<file path="src/rtl/sfe_pkg.sv">
package sfe_pkg;
   typedef struct packed {
      logic cs_n;
      logic sck;
      logic si;
      logic hold_n;
   } pin_vec_t;

   localparam int PIN_W = $bits(pin_vec_t);
endpackage

</file>
<file path="src/rtl/sfe_sync.sv">
module sfe_sync
   import sfe_pkg::*;
#(
   parameter int STAGES = 2
) (
   input  logic     clk,
   input  logic     rst_n,
   input  pin_vec_t pins_raw,
   output pin_vec_t pins_now,
   output pin_vec_t pins_prev
);
   generate
      if (STAGES < 2) begin : g_bad_stages
         $error("sfe_sync: STAGES must be at least 2");
      end
   endgenerate

   pin_vec_t chain [STAGES];

   genvar g;
   generate
      for (g = 0; g < STAGES; g++) begin : g_stage
         if (g == 0) begin : g_first
            always_ff @(posedge clk or negedge rst_n) begin
               if (!rst_n) chain[g] <= '0;
               else        chain[g] <= pins_raw;
            end
         end else begin : g_next
            always_ff @(posedge clk or negedge rst_n) begin
               if (!rst_n) chain[g] <= '0;
               else        chain[g] <= chain[g-1];
            end
         end
      end
   endgenerate

   assign pins_now = chain[STAGES-1];

   always_ff @(posedge clk or negedge rst_n) begin
      if (!rst_n) pins_prev <= '0;
      else        pins_prev <= pins_now;
   end
endmodule

</file>
<file path="src/rtl/sfe_select.sv">
module sfe_select (
   input  logic clk,
   input  logic rst_n,
   input  logic cs_now,
   input  logic cs_prev,
   output logic selected,
   output logic desel_evt
);
   logic armed;

   always_ff @(posedge clk or negedge rst_n) begin
      if (!rst_n) begin
         armed    <= 1'b0;
         selected <= 1'b0;
      end else begin
         if (cs_now) armed <= 1'b1;
         if (cs_now)
            selected <= 1'b0;
         else if (armed && cs_prev)
            selected <= 1'b1;
      end
   end

   assign desel_evt = selected && cs_now;
endmodule

</file>
<file path="src/rtl/sfe_hold.sv">
module sfe_hold #(
   parameter bit HOLD_SUPPORT = 1'b1
) (
   input  logic clk,
   input  logic rst_n,
   input  logic selected,
   input  logic desel_evt,
   input  logic quad_en,
   input  logic sck_now,
   input  logic hold_n_now,
   output logic hold_active
);
   generate
      if (HOLD_SUPPORT) begin : g_hold
         always_ff @(posedge clk or negedge rst_n) begin
            if (!rst_n)
               hold_active <= 1'b0;
            else if (!selected || desel_evt || quad_en)
               hold_active <= 1'b0;
            else if (!sck_now)
               hold_active <= !hold_n_now;
         end
      end else begin : g_no_hold
         logic unused_hold_in;
         assign unused_hold_in = ^{clk, rst_n, selected, desel_evt, quad_en, sck_now, hold_n_now};
         assign hold_active = 1'b0;
      end
   endgenerate
endmodule

</file>
<file path="src/rtl/sflash_pin_frontend.sv">
module sflash_pin_frontend
   import sfe_pkg::*;
#(
   parameter int SYNC_STAGES  = 2,
   parameter bit HOLD_SUPPORT = 1'b1
) (
   input  logic clk,
   input  logic rst_n,
   input  logic cs_n_pin,
   input  logic sck_pin,
   input  logic si_pin,
   input  logic hold_n_pin,
   input  logic quad_en,
   input  logic write_busy,
   input  logic so_oe_req,
   input  logic so_data,
   output logic selected,
   output logic hold_active,
   output logic sck_rise_en,
   output logic sck_fall_en,
   output logic si_bit,
   output logic so_out,
   output logic so_oe,
   output logic eng_rst,
   output logic abort_pulse,
   output logic standby
);
   pin_vec_t pins_raw, pins_now, pins_prev;
   logic     desel_evt;
   logic     pass_ok;

   assign pins_raw = '{cs_n: cs_n_pin, sck: sck_pin, si: si_pin, hold_n: hold_n_pin};

   sfe_sync #(.STAGES(SYNC_STAGES)) u_sync (
      .clk       (clk),
      .rst_n     (rst_n),
      .pins_raw  (pins_raw),
      .pins_now  (pins_now),
      .pins_prev (pins_prev)
   );

   sfe_select u_select (
      .clk       (clk),
      .rst_n     (rst_n),
      .cs_now    (pins_now.cs_n),
      .cs_prev   (pins_prev.cs_n),
      .selected  (selected),
      .desel_evt (desel_evt)
   );

   sfe_hold #(.HOLD_SUPPORT(HOLD_SUPPORT)) u_hold (
      .clk         (clk),
      .rst_n       (rst_n),
      .selected    (selected),
      .desel_evt   (desel_evt),
      .quad_en     (quad_en),
      .sck_now     (pins_now.sck),
      .hold_n_now  (pins_now.hold_n),
      .hold_active (hold_active)
   );

   assign pass_ok     = selected && !hold_active && !desel_evt;
   assign sck_rise_en = pass_ok && pins_now.sck && !pins_prev.sck;
   assign sck_fall_en = pass_ok && !pins_now.sck && pins_prev.sck;
   assign si_bit      = pins_now.si;
   assign so_out      = so_data;
   assign so_oe       = pass_ok && so_oe_req;
   assign standby     = !selected && !write_busy;

   always_ff @(posedge clk or negedge rst_n) begin
      if (!rst_n) begin
         eng_rst     <= 1'b0;
         abort_pulse <= 1'b0;
      end else begin
         eng_rst     <= desel_evt;
         abort_pulse <= desel_evt && hold_active;
      end
   end

   logic unused_prev;
   assign unused_prev = ^{pins_prev.si, pins_prev.hold_n};
endmodule

</file>
<file path="config.mk">
export PLATFORM = sky130hd
export DESIGN_NAME = sflash_pin_frontend
export DESIGN_NICKNAME = d
export VERILOG_FILES = /design/src/rtl/sfe_pkg.sv /design/src/rtl/sfe_sync.sv /design/src/rtl/sfe_select.sv /design/src/rtl/sfe_hold.sv /design/src/rtl/sflash_pin_frontend.sv
export SDC_FILE = /design/constraint.sdc
export NUM_CORES = 1
export LEC_CHECK = 0
export ABC_AREA = 0
export BUFFER_PORTS_ARGS = -buffer_cell sky130_fd_sc_hd__buf_2
export CAP_MARGIN = 20
export CELL_PAD_IN_SITES_DETAIL_PLACEMENT = 1
export CELL_PAD_IN_SITES_GLOBAL_PLACEMENT = 1
export CORE_AREA = 2 2 42 44
export CTS_BUF_LIST = sky130_fd_sc_hd__clkbuf_4 sky130_fd_sc_hd__clkbuf_8
export CTS_CLUSTER_SIZE = 24
export DETAILED_ROUTE_END_ITERATION = 16
export DIE_AREA = 0 0 44 46
export GPL_ROUTABILITY_DRIVEN = 0
export MAX_ROUTING_LAYER = met4
export PLACE_DENSITY = 0.72
export SYNTH_ARGS = -nofsm -noshare
export SYNTH_HDL_FRONTEND = slang
export SYNTH_SLANG_ARGS = --single-unit
</file>
<file path="constraint.sdc">
create_clock -name clk -period 1.3 [get_ports clk]
set_input_delay 0.39 -clock clk [delete_from_list [all_inputs] [get_ports clk]]
set_output_delay 0.39 -clock clk [all_outputs]
set_load 0.1 [all_outputs]
</file>
==> impl_metrics.json <==
{
  "final_util": 0.517,
  "grt_pass1_wl_um": 1420,
  "clock_latency_ps": 260,
  "grt_max_degree": 16,
  "ant_nets": 0,
  "cts_buffers": 3,
  "tritoncts": "yes",
  "skew_ps": 0.750,
  "fmax_mhz": 498,
  "routed_wl_um": 894,
  "status": "finished with violations",
  "vias_per_cell": 4.38,
  "die_y_um": 46,
  "cts_sinks": 15,
  "slew_headroom": 0.783,
  "nets": 68,
  "dp_hpwl_um": 654,
  "drc": 0,
  "io_pins": 20,
  "stdcell_count": 74,
  "layout-drive-gt1-share": 0.667,
  "startpoint_type": "flip-flop",
  "clk_pin_slew_worst_paths_ps": 80,
  "worst_slack_ps": -709,
  "yosysUniqueCellTypes": 12,
  "htreeDepth": 1,
  "dp_cells": 67,
  "clockBufferDepth": 2,
  "yosysWarnings": 0,
  "fp.dieW_um": 44,
  "drt-pass1-iter-count": 1,
  "power_density_nw_per_um2": 1150,
  "endpoint_kind": "output pin",
  "portBuffers": 17,
  "min_path_type": "in -> async",
  "placementRows": 15,
  "cp.arrival_ps": 1620,
  "grtUsageTotal": 0.102,
  "coreArea_um2": 1610,
  "drtIter0Drc": 0,
  "grt_pass1_vias": 339,
  "diodes": 0,
  "vias": 324,
  "hold_buffers": 0,
  "syn_inst": 31,
  "die_area_um2": 2020,
  "grt.overflow.total": 0,
  "place_area_um2": 766,
  "initial_utilization": 0.300,
  "hold_violations": 0,
  "wl_per_cell_um": 12.1,
  "cp_max_fo": 3,
  "antenna_found_initial": 0,
  "clockRootBuffer": "clkbuf_4",
  "required_ps": 910,
  "rsz0062_at_grt": "true",
  "path_class": "reg -> out",
  "max-cap-violations": 0,
  "min_period_over_period": 1.55,
  "synth-seq-area-share": 0.775,
  "fin_crit_ps": 2010,
  "worst_pin_slew_ps": 325,
  "synth_area_um2": 484,
  "ys_seq_elements": 15,
  "slew_violations": 0,
  "syn_to_final_growth_pct": 72.4,
  "synth.net_count": 41,
  "p_leak_uw": 0.000383,
  "violations": "setup timing",
  "ir_worst_vdd_v": 0.000700,
  "whs_ps": 7.90,
  "avgSynthCellArea_um2": 15.6,
  "setup-violations-final": 6,
  "design_area_um2": 835
}
[stage by stage]
stage	setup WS [ps]	total power, uW	TNS, ps
after floorplan	-1020	620	-3570
after global placement	-375	684	-1070
after detailed placement	-402	688	-1130
after CTS	-705	967	-2650
after global routing	-774	999	-2920
final	-709	956	-2620
[cell usage in the layout, fill, tap and decap left out, drive strengths merged, types with 2 or more instances in the layout]
| cell | count |
|---|---|
| nor2 | 3 |
| buf | 23 |
| or3b | 2 |
| nor3b | 2 |
| dfrtp | 15 |
| a21oi | 2 |
| or2 | 2 |
| clkbuf | 4 |
[cell usage after synthesis (all sizes together)]
library cell  instances  area (um^2)
dfrtp                15          375
nor2                  3         11.3
a21oi                 2         10.0
nor3b                 2         25.0
or2                   2         12.5
or3b                  2         20.0
and2                  1         7.51
and3                  1         7.51
buf                   1         7.51
inv                   1         3.75
nand2                 1         3.75
[per-layer routing]
layer	GRT usage	share of wire
met1	0.115	0.41
met2	0.174	0.52
met3	0.0159	0.073
met4	0.0545	0
met5	-	0
[cell families (layout without fill, tap and decap cells)]
kind of cell	after synthesis	after routing	synth area share
compound gates	2	2	0.0207
buf+inv	2	28	0.0233
flops	15	15	0.775
simple gates	12	12	0.181
[where the power goes]
group	total, uW	internal, uW	switching (uW)
Sequential	500	488	12.5
Clock	265	139	126
Combinational	190	75.6	114
[critical path, cell delays in order, from the launching register on]
cell and delay (ps):
dfrtp_4 480, or3b_4 420, nor3b_4 250, buf_12 200
[final cells by class]
type / instances / area (um^2)
Sequential cell: 15 / 383
Clock buffer: 4 / 30.0
Multi-Input combinational cell: 14 / 120
Fill cell: 164 / 779
Timing Repair Buffer: 23 / 277
Inverter: 1 / 3.75
Tap cell: 17 / 21.3
[worst paths after layout]
kind,from,end,slack (ps),cells after the start
min reg2reg,u_sync.chain[4],u_sync.pins_now[0],350,0
min in group clk,si_pin,u_sync.chain[5],220,1
max,u_hold.hold_active,sck_rise_en,-710,3
max in group asynchronous,rst_n,u_hold.hold_active,1020,1
min,rst_n,u_sync.chain[5],8,1
max reg2reg,u_select.selected,u_hold.hold_active,50,5
[what timing repair did]
item,CTS,global route
pin swaps,1,1
gates resized for setup,3,1
setup buffers,2,1
setup endpoints to repair,6,6
hold endpoints to repair,0,0
[state kept, by name (all words and copies together), names as in the netlist]
register	cells
abort_pulse	1
eng_rst	1
u_sync.pins_now	4
u_sync.chain	4
u_sync.pins_prev	2
u_select.selected	1
u_hold.hold_active	1
u_select.armed	1
Power figures use the tool's default switching activity.
